--- src/rtl/tc_baud_pkg.sv ---
package tc_baud_pkg;

    typedef enum logic [1:0] {
        DIV_X16  = 2'd0,
        DIV_X32  = 2'd1,
        DIV_X64  = 2'd2,
        DIV_X64B = 2'd3
    } div_mode_e;

    localparam int unsigned BYTE_W = 8;

endpackage

--- src/rtl/tc_reg_bank.sv ---
module tc_reg_bank #(
    parameter int unsigned ADDR_W   = 4,
    parameter int unsigned TC_W     = 16,
    parameter int unsigned BASE_IDX = 12
) (
    input  logic                          clk,
    input  logic                          rst_n,
    input  logic                          wr_en,
    input  logic [ADDR_W-1:0]             wr_addr,
    input  logic [tc_baud_pkg::BYTE_W-1:0] wr_data,
    output logic [TC_W-1:0]               tc_o
);
    localparam int unsigned NBYTES = TC_W / tc_baud_pkg::BYTE_W;

    typedef struct packed {
        logic [TC_W-1:0] tc;
    } reg_st_t;

    reg_st_t st_d, st_q;

    always_comb begin
        st_d = st_q;
        for (int b = 0; b < NBYTES; b++) begin
            if (wr_en && (wr_addr == ADDR_W'(BASE_IDX + b))) begin
                st_d.tc[b*tc_baud_pkg::BYTE_W +: tc_baud_pkg::BYTE_W] = wr_data;
            end
        end
    end

    always_ff @(posedge clk or negedge rst_n) begin
        if (!rst_n) st_q <= '0;
        else        st_q <= st_d;
    end

    assign tc_o = st_q.tc;
endmodule

--- src/rtl/tc_down_counter.sv ---
module tc_down_counter #(
    parameter int unsigned TC_W = 16
) (
    input  logic            clk,
    input  logic            rst_n,
    input  logic            en_i,
    input  logic [TC_W-1:0] tc_i,
    output logic            baud_o,
    output logic            rise_o
);
    localparam int unsigned CNT_W = TC_W + 1;

    typedef struct packed {
        logic [CNT_W-1:0] cnt;
        logic             baud;
    } cnt_st_t;

    cnt_st_t          st_d, st_q;
    logic [CNT_W-1:0] reload;

    always_comb begin
        reload = CNT_W'(tc_i) + CNT_W'(1);
        st_d   = st_q;
        rise_o = 1'b0;
        if (!en_i) begin
            st_d.cnt  = reload;
            st_d.baud = 1'b0;
        end else if (st_q.cnt == '0) begin
            st_d.cnt  = reload;
            st_d.baud = ~st_q.baud;
            rise_o    = ~st_q.baud;
        end else begin
            st_d.cnt = st_q.cnt - CNT_W'(1);
        end
    end

    always_ff @(posedge clk or negedge rst_n) begin
        if (!rst_n) begin
            st_q.cnt  <= CNT_W'(1);
            st_q.baud <= 1'b0;
        end else begin
            st_q <= st_d;
        end
    end

    assign baud_o = st_q.baud;
endmodule

--- src/rtl/tc_edge_divider.sv ---
module tc_edge_divider #(
    parameter int unsigned BASE_DIV = 16,
    parameter int unsigned STEPS    = 3
) (
    input  logic                    clk,
    input  logic                    rst_n,
    input  logic                    en_i,
    input  logic                    rise_i,
    input  tc_baud_pkg::div_mode_e  mode_i,
    output logic                    stb_o
);
    import tc_baud_pkg::*;

    localparam int unsigned MAX_DIV = BASE_DIV << (STEPS - 1);
    localparam int unsigned PRE_W   = $clog2(MAX_DIV);

    typedef struct packed {
        div_mode_e        mode;
        logic [PRE_W-1:0] pre;
        logic             stb;
    } div_st_t;

    div_st_t          st_d, st_q;
    logic [PRE_W-1:0] last;

    always_comb begin
        int unsigned sel;
        sel  = (int'(st_q.mode) > int'(STEPS - 1)) ? STEPS - 1 : int'(st_q.mode);
        last = PRE_W'((BASE_DIV << sel) - 1);
        st_d     = st_q;
        st_d.stb = 1'b0;
        if (!en_i) begin
            st_d.pre  = '0;
            st_d.mode = mode_i;
        end else if (rise_i) begin
            if (st_q.pre == last) begin
                st_d.pre = '0;
                st_d.stb = 1'b1;
            end else begin
                st_d.pre = st_q.pre + PRE_W'(1);
            end
        end
    end

    always_ff @(posedge clk or negedge rst_n) begin
        if (!rst_n) begin
            st_q.mode <= DIV_X16;
            st_q.pre  <= '0;
            st_q.stb  <= 1'b0;
        end else begin
            st_q <= st_d;
        end
    end

    assign stb_o = st_q.stb;
endmodule

--- src/rtl/tc_baud_gen.sv ---
module tc_baud_gen #(
    parameter int unsigned ADDR_W   = 4,
    parameter int unsigned TC_W     = 16,
    parameter int unsigned BASE_IDX = 12,
    parameter int unsigned BASE_DIV = 16,
    parameter int unsigned STEPS    = 3
) (
    input  logic              clk,
    input  logic              rst_n,
    input  logic              wr_en,
    input  logic [ADDR_W-1:0] wr_addr,
    input  logic [7:0]        wr_data,
    input  logic              gen_en,
    input  logic [1:0]        clk_mode,
    output logic              baud_tgl,
    output logic              bit_stb
);
    import tc_baud_pkg::*;

    logic [TC_W-1:0] tc_val;
    logic            baud_rise;
    div_mode_e       mode_sel;

    assign mode_sel = div_mode_e'(clk_mode);

    tc_reg_bank #(.ADDR_W(ADDR_W), .TC_W(TC_W), .BASE_IDX(BASE_IDX)) u_regs (
        .clk(clk), .rst_n(rst_n), .wr_en(wr_en), .wr_addr(wr_addr),
        .wr_data(wr_data), .tc_o(tc_val)
    );

    tc_down_counter #(.TC_W(TC_W)) u_cnt (
        .clk(clk), .rst_n(rst_n), .en_i(gen_en), .tc_i(tc_val),
        .baud_o(baud_tgl), .rise_o(baud_rise)
    );

    tc_edge_divider #(.BASE_DIV(BASE_DIV), .STEPS(STEPS)) u_div (
        .clk(clk), .rst_n(rst_n), .en_i(gen_en), .rise_i(baud_rise),
        .mode_i(mode_sel), .stb_o(bit_stb)
    );
endmodule

--- config.mk ---
export PLATFORM = sky130hd
export DESIGN_NAME = tc_baud_gen
export DESIGN_NICKNAME = d
export VERILOG_FILES = /design/src/rtl/tc_baud_pkg.sv /design/src/rtl/tc_reg_bank.sv /design/src/rtl/tc_down_counter.sv /design/src/rtl/tc_edge_divider.sv /design/src/rtl/tc_baud_gen.sv
export SDC_FILE = /design/constraint.sdc
export NUM_CORES = 1
export LEC_CHECK = 0
export BUFFER_PORTS_ARGS = -buffer_cell sky130_fd_sc_hd__buf_2
export CAP_MARGIN = 20
export CORE_MARGIN = 2
export CORE_UTILIZATION = 51
export CTS_BUF_LIST = sky130_fd_sc_hd__clkbuf_8
export DETAILED_ROUTE_END_ITERATION = 8
export PLACE_DENSITY = 0.81
export SYNTH_ARGS = -nofsm -noshare
export SYNTH_HDL_FRONTEND = slang
export SYNTH_SLANG_ARGS = --single-unit
--- constraint.sdc ---
create_clock -name clk -period 2.33 [get_ports clk]
set_input_delay 0.1165 -clock clk [delete_from_list [all_inputs] [get_ports clk]]
set_output_delay 0.1165 -clock clk [all_outputs]
set_load 0.03 [all_outputs]
After elaboration in Yosys (flattened, before gate mapping)

Index checks and enable logic that the tools add are counted.

Reduce and logical (&&, ||, !) cells: 3
Shift-type cells: 1
Multiplexer cells: 11
Bitwise gates (word level): 1
Eq/ne operators: 5
$mul: 0
$add $sub $neg: 4
Div/mod/pow operators: 0
Order comparisons: 1

Operators with widths:

| cell                    | count |
|---|---|
| $shl A5 B32 Y6 const A  | 1 |
| $mux W18                | 1 |
| $add A16 B1 Y17 const B | 1 |
| $logic_not A17 Y1       | 1 |
| $mux W17                | 1 |
| $sub A17 B1 Y17 const B | 1 |
| $mux W6                 | 2 |
| $eq A4 B4 Y1 const B    | 2 |
| $mux W7                 | 1 |
| $add A6 B1 Y6 const B   | 1 |
| $eq A6 B6 Y1            | 1 |
| $sub A6 B1 Y6 const B   | 1 |
| $mux W1                 | 5 |
| $ne A2 B1 Y1 const B    | 2 |
| $gt A2 B2 Y1 const B    | 1 |
| $logic_and A1 B1 Y1     | 2 |
| $mux W2                 | 1 |
| $not A1 Y1              | 1 |

Memories kept: 0
Output and inout port bits: 2
Memory bits (writable): 0
Register bits: 43
Logic and storage cells: 33
ROM bits: 0
Latch bits: 0

Depth between registers and ports, before layout

Gate-level depths: netlist (run 1).

Word-level depth: 8
Gate-level depth with buffers: 8

Cells and area by module

A second synthesis (run 1) with hierarchy kept.

Cells, all modules: 221
Area total of the unflattened synthesis: 2441.1 um^2

Modules (own cells, without submodules):

| module          | times used | area each (um^2) | cells an instance |
|---|---|---|---|
| tc_down_counter | 1          | 1325.0           | 140 |
| tc_reg_bank     | 1          | 650.6            | 36 |
| tc_edge_divider | 1          | 465.4            | 45 |

Least setup slack after synthesis (run 1)

Ideal clock, no wire load.

Path type: register to register
Start point: register u_cnt.st_q[6] in the netlist's numbering
End point: register u_div.st_q[6] in the netlist's numbering
Cell stages (with the launch flop): 6
Setup slack: 519 ps
Arrival: 1682 ps
Library setup time: 129 ps
Data required time: 2201 ps
Cells stage by stage: dfrtp_1 -> nor4_4 -> nand3_4 -> or3_4 -> a32oi_1 -> o31ai_1

Word-level cells in the longest chain between the ends: 4

Ends and longest elaborated chain:

| element                | line                  | RTL |
|---|---|---|
| start, declared        | tc_down_counter.sv:18 | `cnt_st_t st_d, st_q;` |
| start signal, assigned | tc_down_counter.sv:42 | `st_q <= st_d;` |
| $logic_not A17 Y1      | tc_down_counter.sv:28 | `end else if (st_q.cnt == '0) begin` |
| $mux W1                | tc_down_counter.sv:28 |  |
| $mux W1                | tc_down_counter.sv:25 | `if (!en_i) begin` |
| $ne A2 B1 Y1 (no line) | n/a                   |  |
| end signal, assigned   | tc_edge_divider.sv:51 | `st_q <= st_d;` |
| end, declared          | tc_edge_divider.sv:23 | `div_st_t st_d, st_q;` |

No other way between the ends.
A chain may end at the register's enable or synchronous reset.

==> results of run 1 <==
[cell type report]
cell class              instances  area (sq um)
inverters                       3          11.3
clock buffers                   5          68.8
clock inverters                 3          47.5
well taps                      52          65.1
repair buffers                 22           140
flip-flops and latches         43          1080
multi-input cells             167          1240
fillers                       354          1770
[where the power goes]
part / leakage (nW) / internal (W) / switching, W
logic: 0.548 / 0.000243 / 0.000230
registers: 0.542 / 0.000894 / 0.000172
clock network: 0.0587 / 0.000325 / 0.000263
[final timing paths]
check	startpoint	end	slack, ns	depth (start not counted)
worst max-delay path	u_cnt.st_q[6]	u_cnt.st_q[14]	0.40	5
worst min-delay path	clk_mode[0]	u_div.st_q[7]	0.05	2
worst max register to register	u_cnt.st_q[6]	u_cnt.st_q[14]	0.40	5
worst min register to register	u_div.st_q[1]	u_div.st_q[1]	0.51	1
max in group asynchronous	rst_n	u_cnt.st_q[14]	1.52	3
min in group asynchronous	rst_n	u_cnt.st_q[5]	0.32	2
[worst max-delay path: stages (launching register included)]
cell,delay (ns)
dfrtp_1,0.45
nor4_4,0.48
nand4_2,0.20
o21ai_4,0.17
buf_4,0.32
mux2i_1,0.23
[cell families (layout without fill, tap and decap cells)]
logic type,count (synthesis),after routing,share of synthesized area
mux,28,28,0.129
flops,43,43,0.457
fa+ha+maj,4,4,0.0212
buf+inv,7,33,0.0175
compound gates,19,19,0.0558
simple gates,87,87,0.212
xor+xnor,29,29,0.108
[repair_timing]
item | 4_1_cts | 5_1_grt
gates resized for setup | 0 | 0
hold buffers | 1 | 0
hold endpoints to repair | 36 | 0
endpoints found under the setup margin | 0 | 0
[stage by stage]
step                      setup slack [ns]  hold slack (ns)  total power (W)
after global routing                 0.231           0.0341          0.00226
after CTS                            0.381           0.0381          0.00215
after floorplan                      0.519           -0.179          0.00142
after global placement               0.453            0.324          0.00152
final                                0.403           0.0460          0.00213
after detailed placement             0.404            0.320          0.00155
[synthesized netlist by cell type]
cell      count
nand2_1      18
nand4b_1      2
xor2_1       12
dfstp_2       1
o31ai_1       1
a21boi_0      1
buf_6         2
o21ai_1       6
nor3b_1       2
nand3_1      14
a21oi_2       3
nand3_4       1
dfrtp_1      42
or2_2         1
and2_1        1
nor2b_1       2
ha_1          4
mux2_2       18
mux2i_1      10
a21boi_1      1
or3_4         1
inv_1         3
a21oi_1       1
and3_1        8
and4_1        1
o211ai_1      1
nor4_2        1
nor3_1        7
nand4_2       1
nor4_4        1
o21ai_0       3
a32oi_1       1
or3_1         2
clkbuf_1      2
nor4_1        2
nor2_1       14
nand4_1       4
nor3_2        2
nand2b_1      2
xnor2_1      17
o21ai_4       1
[registers in the layout, summed over array words and instances (netlist names)]
signal,cells
u_div.st_q,8
u_cnt.baud_o,1
u_regs.tc_o,16
u_div.stb_o,1
u_cnt.st_q,17
[per-layer routing]
| metal | up-vias | routed length, microns | global-route usage |
|---|---|---|---|
| met2 | 30 | 1940 | 0.283 |
| met1 | 770 | 1870 | 0.224 |
| li1 | 818 | - | - |
| met5 | - | 0 | 0 |
| met4 | 0 | 53 | 0.0545 |
| met3 | 6 | 165 | 0.0500 |
[placed cells by master, fill, tap and decap left out, types with 7 or more instances in the layout]
master,n
and3_1,8
buf_2,19
dfrtp_1,42
mux2_2,18
mux2i_1,10
nand2_1,18
nand3_1,14
nor2_1,14
nor3_1,7
xnor2_1,17
xor2_1,12
==> metrics.md, run 1 <==
| Metric | Value |
|---|---|
| Status | `completed` |
| Layout cells sized above 1 | `0.247` |
| Yosys top cell area share | `0.446` |
| Syn_nets | `239` |
| PortBufs | `19` |
| Crit-path max FO | `26` |
| Maximum number of pins on one net before global-route repair | `44` |
| Post-route insts no fill | `295` |
| CP Capture Type | `register` |
| Avg Cell Area, Syn | `10.9 sq um` |
| Final core utilization | `0.600` |
| CTS sink count | `43` |
| Post-DP HPWL | `2980 microns` |
| Core Region | `4410 sq um` |
| Vias in the first global route | `1525` |
| Routed Antenna Nets | `0` |
| HP Class | `input port to register` |
| Relative slew slack | `0.581` |
| Clock Tree Root | `clkbuf_8` |
| Cell accounting for the most synthesized area | `dfrtp_1` |
| Max Fclk | `0.519 GHz` |
| Gpl congestion | `0.773` |
| Die ar. | `5180 sq um` |
| Final wirelength | `4040 microns` |
| Measured slew at the worst slew-check pin | `0.625 ns` |
| Grt ovf | `0` |
| Total track usage | `0.173` |
| Clock skew | `0.00848 ns` |
| Type of origin of the critical path | `register` |
| Synthesized flop and latch total | `43` |
| Sequential share of the synthesized area | `0.457` |
| Yosys warns | `0` |
| ANT cells | `0` |
| Site row count | `24` |
| Count of final setup violators | `0` |
| First-pass GRT wire length | `6910 microns` |
| RSZ-0062 raised after global routing | `no` |
| Fin Setup TNS | `0 ns` |
| Max VDD drop | `0.000465 V` |
| CTS tree | `yes` |
| CP required | `2.55 ns` |
| Synth area leaders | `dfrtp_1 (45%), mux2_2 (8.6%), xnor2_1 (6.3%)` |
| CP Data Arrival Time | `2.15 ns` |
| Clk slew on worst S/H paths | `0.08 ns` |
| Worst skew pair latency | `0.30 ns` |
| H-tree depth | `2` |
| Design Area, Final | `2650 sq um` |
| Placed cells | `285` |
| CTS max path bufs | `2` |
| WL/cell | `13.7 microns` |
| Mapped Area | `2360 sq um` |
| Final Hold Viols | `0` |
| Cell Pwr Density | `803 nW/um^2` |
| DR pass1 iterations | `4` |
| Postcts setup bufs | `0` |
| Max-Cap Viols | `0` |
| Die Wd | `72.0 microns` |
| Starting Density | `0.534` |
| Layout area overhead | `12.4%` |
| Leakage | `1.15 nW` |
| Period utilization | `0.827` |
| Initial drt markers | `45` |
| Post-layout min period | `1.93 ns` |
| Die Ht | `72.0 microns` |
| I/O pin count | `20` |
| Type of the worst setup path | `register to register` |
| TritonCTS buffer count | `5` |
| Initial antenna violation count | `0` |
| Slew Viols, Final | `0` |
| Placed cell areas | `2490 sq um` |
| Post-Syn Instances | `217` |
| # DRC | `0` |
| Via count | `1624` |
| Post-synthesis cell type count | `41` |
| Layout Nets | `264` |
| Vias per cell | `5.51` |
(Power assumes the default switching activity.)
==> run 2, diff against run 1 <==
- clock period: 2.33 -> 2 ns (I/O delays scaled with it)
==> run 2 against run 1 <==
Power rose by 11%. Critical path depth rose by 1. Worst setup slack got worse by 0.29 ns. Combinational power rose by 22%. First-iteration DRC count rose by 76%. Flip-flop and latch count did not move. Critical path type unchanged. Largest power group unchanged.
==> metrics.md, run 2 (synthesis results as in run 1) <==
| Metric | Value |
|---|---|
| Type of origin of the critical path | `register` |
| Period utilization | `0.945 (+0.118)` |
| Sw Share | `0.327 (+0.0146)` |
| Status | `completed` |
| Clock skew | `0.00972 ns (+0.00124 ns)` |
| ANT cells | `0 (unchanged)` |
| CP required | `2.17 ns (-0.38 ns)` |
| Psw | `0.000771 W (+16%)` |
| Routed Antenna Nets | `0 (unchanged)` |
| H-tree depth | `2 (unchanged)` |
| RSZ-0062 raised after global routing | `no` |
| Vias in the first global route | `1663 (+9.0%)` |
| Final Hold Viols | `0 (unchanged)` |
| First-pass GRT wire length | `7400 microns (+7.0%)` |
| Setup crit start | `u_cnt.st_q[9]` |
| Max Fclk | `0.529 GHz (+1.9%)` |
| CTS tree | `yes` |
| Cell Pwr Density | `887 nW/um^2 (+10%)` |
| Final wirelength | `4240 microns (+5.0%)` |
| Endpoint, Worst Hold | `u_div.st_q[8]` |
| Vias per cell | `5.52 (+0.21%)` |
| Fin Setup TNS | `0 ns (unchanged)` |
| # DRC | `0 (unchanged)` |
| CP Capture Type | `register` |
| I/O pin count | `20 (unchanged)` |
| Commonest non-fill, non-tap cell in the layout | `dfrtp_1` |
| Layout area overhead | `12.7%` |
| R2R setup slack | `0.11 ns (-0.29 ns)` |
| Crit-path max FO | `7 (-73%)` |
| Via count | `1644 (+1.2%)` |
| CTS sink count | `43 (unchanged)` |
| WL/cell | `14.2 microns (+3.9%)` |
| Max incr delay on CP | `0.43 ns (-0.05 ns)` |
| FILL cells | `358 (+1.1%)` |
| Most frequent cells in the layout | `dfrtp_1 (42), buf_2 (19), nand2_1 (18), mux2_2 (18), xnor2_1 (17)` |
| Sequential Power Share | `0.527 (+0.026)` |
| DR pass1 iterations | `4 (unchanged)` |
| Relative slew slack | `0.585 (+0.00365)` |
| PortBufs | `19 (unchanged)` |
| Die Ht | `72.0 microns (unchanged)` |
| Footprint of the multi-input gates | `1250 sq um (+0.91%)` |
| TritonCTS buffer count | `5 (unchanged)` |
| CTS max path bufs | `2 (unchanged)` |
| Die ar. | `5180 sq um (unchanged)` |
| Layout Nets | `267 (+1.1%)` |
| Clk pwr share | `0.228 (-0.048)` |
| Int Pwr | `0.00158 W (+8.5%)` |
| Count of final setup violators | `0 (unchanged)` |
| FF-to-FF path depth | `6 (+1)` |
| CP Cell Sequence | `nor4_4 -> buf_4 -> nand3_4 -> or3_4 -> a32oi_1 -> o31ai_1` |
| Clk slew on worst S/H paths | `0.08 ns (about the same)` |
| Hold path start | `clk_mode[1]` |
| Reg2reg end | `u_div.st_q[6]` |
| Final core utilization | `0.602 (+0.00198)` |
| Leakage | `1.16 nW (+0.65%)` |
| Max-Cap Viols | `0 (unchanged)` |
| Crit-path slowest cell | `dfrtp_1` |
| HP Class | `input port to register` |
| Hold WS | `0.0330 ns (-0.0130 ns)` |
| Gpl congestion | `0.791 (+2.2%)` |
| Measured slew at the worst slew-check pin | `0.620 ns (-0.00544 ns)` |
| Layout cells sized above 1 | `0.260 (+0.0132)` |
| Grt ovf | `0 (unchanged)` |
| Placed cell areas | `2540 sq um (+1.9%)` |
| Clock Tree Root | `clkbuf_8` |
| Worst hold stages | `2 (unchanged)` |
| Register Area | `1080 sq um (unchanged)` |
| Max reg flops | `17 (unchanged)` |
| Maximum number of pins on one net before global-route repair | `44 (unchanged)` |
| Design Area, Final | `2660 sq um (+0.33%)` |
| Post-layout min period | `1.89 ns (-0.0366 ns)` |
| Comb pwr share | `0.246 (+0.024)` |
| Max VDD drop | `0.000554 V (+19%)` |
| Worst r2r src | `u_cnt.st_q[9]` |
| Total track usage | `0.183 (+0.00973)` |
| Core Region | `4410 sq um (unchanged)` |
| Post-DP HPWL | `3120 microns (+4.7%)` |
| Fin worst setup slack | `0.110 ns (-0.293 ns)` |
| Die Wd | `72.0 microns (unchanged)` |
| Worst skew pair latency | `0.30 ns (about the same)` |
| Post-Place Worst Slack | `0.0878 ns (-0.316 ns)` |
| CP Data Arrival Time | `2.06 ns (-0.09 ns)` |
| Type of the worst setup path | `register to register` |
| Starting Density | `0.534 (unchanged)` |
| Slew Viols, Final | `0 (unchanged)` |
| Initial drt markers | `79 (+76%)` |
| Site row count | `24 (unchanged)` |
| Most flops, register | `u_cnt.st_q` |
| Initial antenna violation count | `0 (unchanged)` |
-- run 2: stage by stage --
step           cells  power [W]
2_1_floorplan    217    0.00165
3_3_place_gp     288    0.00179
3_5_place_dp     288    0.00182
4_1_cts          297    0.00236
5_1_grt          298    0.00250
6_report         298    0.00236
-- run 2: power groups by stage --
stage          logic, W  clock network [W]  registers, W
2_1_floorplan  0.000440                  0       0.00121
3_5_place_dp   0.000563                  0       0.00125
4_1_cts        0.000570           0.000548       0.00124
5_1_grt        0.000645           0.000581       0.00127
6_report       0.000578           0.000537       0.00124
3_3_place_gp   0.000546                  0       0.00124
-- run 2: routing by layer --
layer | vias to the layer above | global-route usage | routed length (microns)
met5 | - | 0 | 0
li1 | 822 | - | -
met2 | 30 | 0.315 | 2150
met1 | 785 | 0.230 | 1870
met4 | 0 | 0.0692 | 82
met3 | 7 | 0.0333 | 130
-- run 2: worst max-delay path, delay by kind of cell, from the launching register on --
kind,cells,cell delay (ns)
AO/OA/AOI/OAI,2,0.33
flip-flops,1,0.43
AND/OR/NAND/NOR,3,0.81
buffers and inverters,1,0.19
-- run 2: layout make-up --
type | instances | share of cell area
flip-flops and latches | 43 | 0.406
inverters | 3 | 0.00424
clock inverters | 3 | 0.00659
clock buffers | 5 | 0.0259
well taps | 52 | 0.0245
repair buffers | 25 | 0.0631
multi-input cells | 167 | 0.470
-- run 2: repair_timing --
action,4_1_cts,5_1_grt
endpoints found under the setup margin,0,3
gates resized for setup,0,2
endpoints found under the hold margin,42,0
hold buffers,1,0
setup buffers,0,1
-- run 2: worst max path at each step --
stage	end	depth (start not counted)	slack (ns)
after floorplan	u_div.st_q[6]	5	0.19
after detailed placement	u_div.st_q[6]	5	0.09
after global routing	u_div.st_q[6]	6	0.03
after global placement	u_div.st_q[6]	5	0.12
after CTS	u_div.st_q[6]	5	0.02
final	u_div.st_q[6]	6	0.11
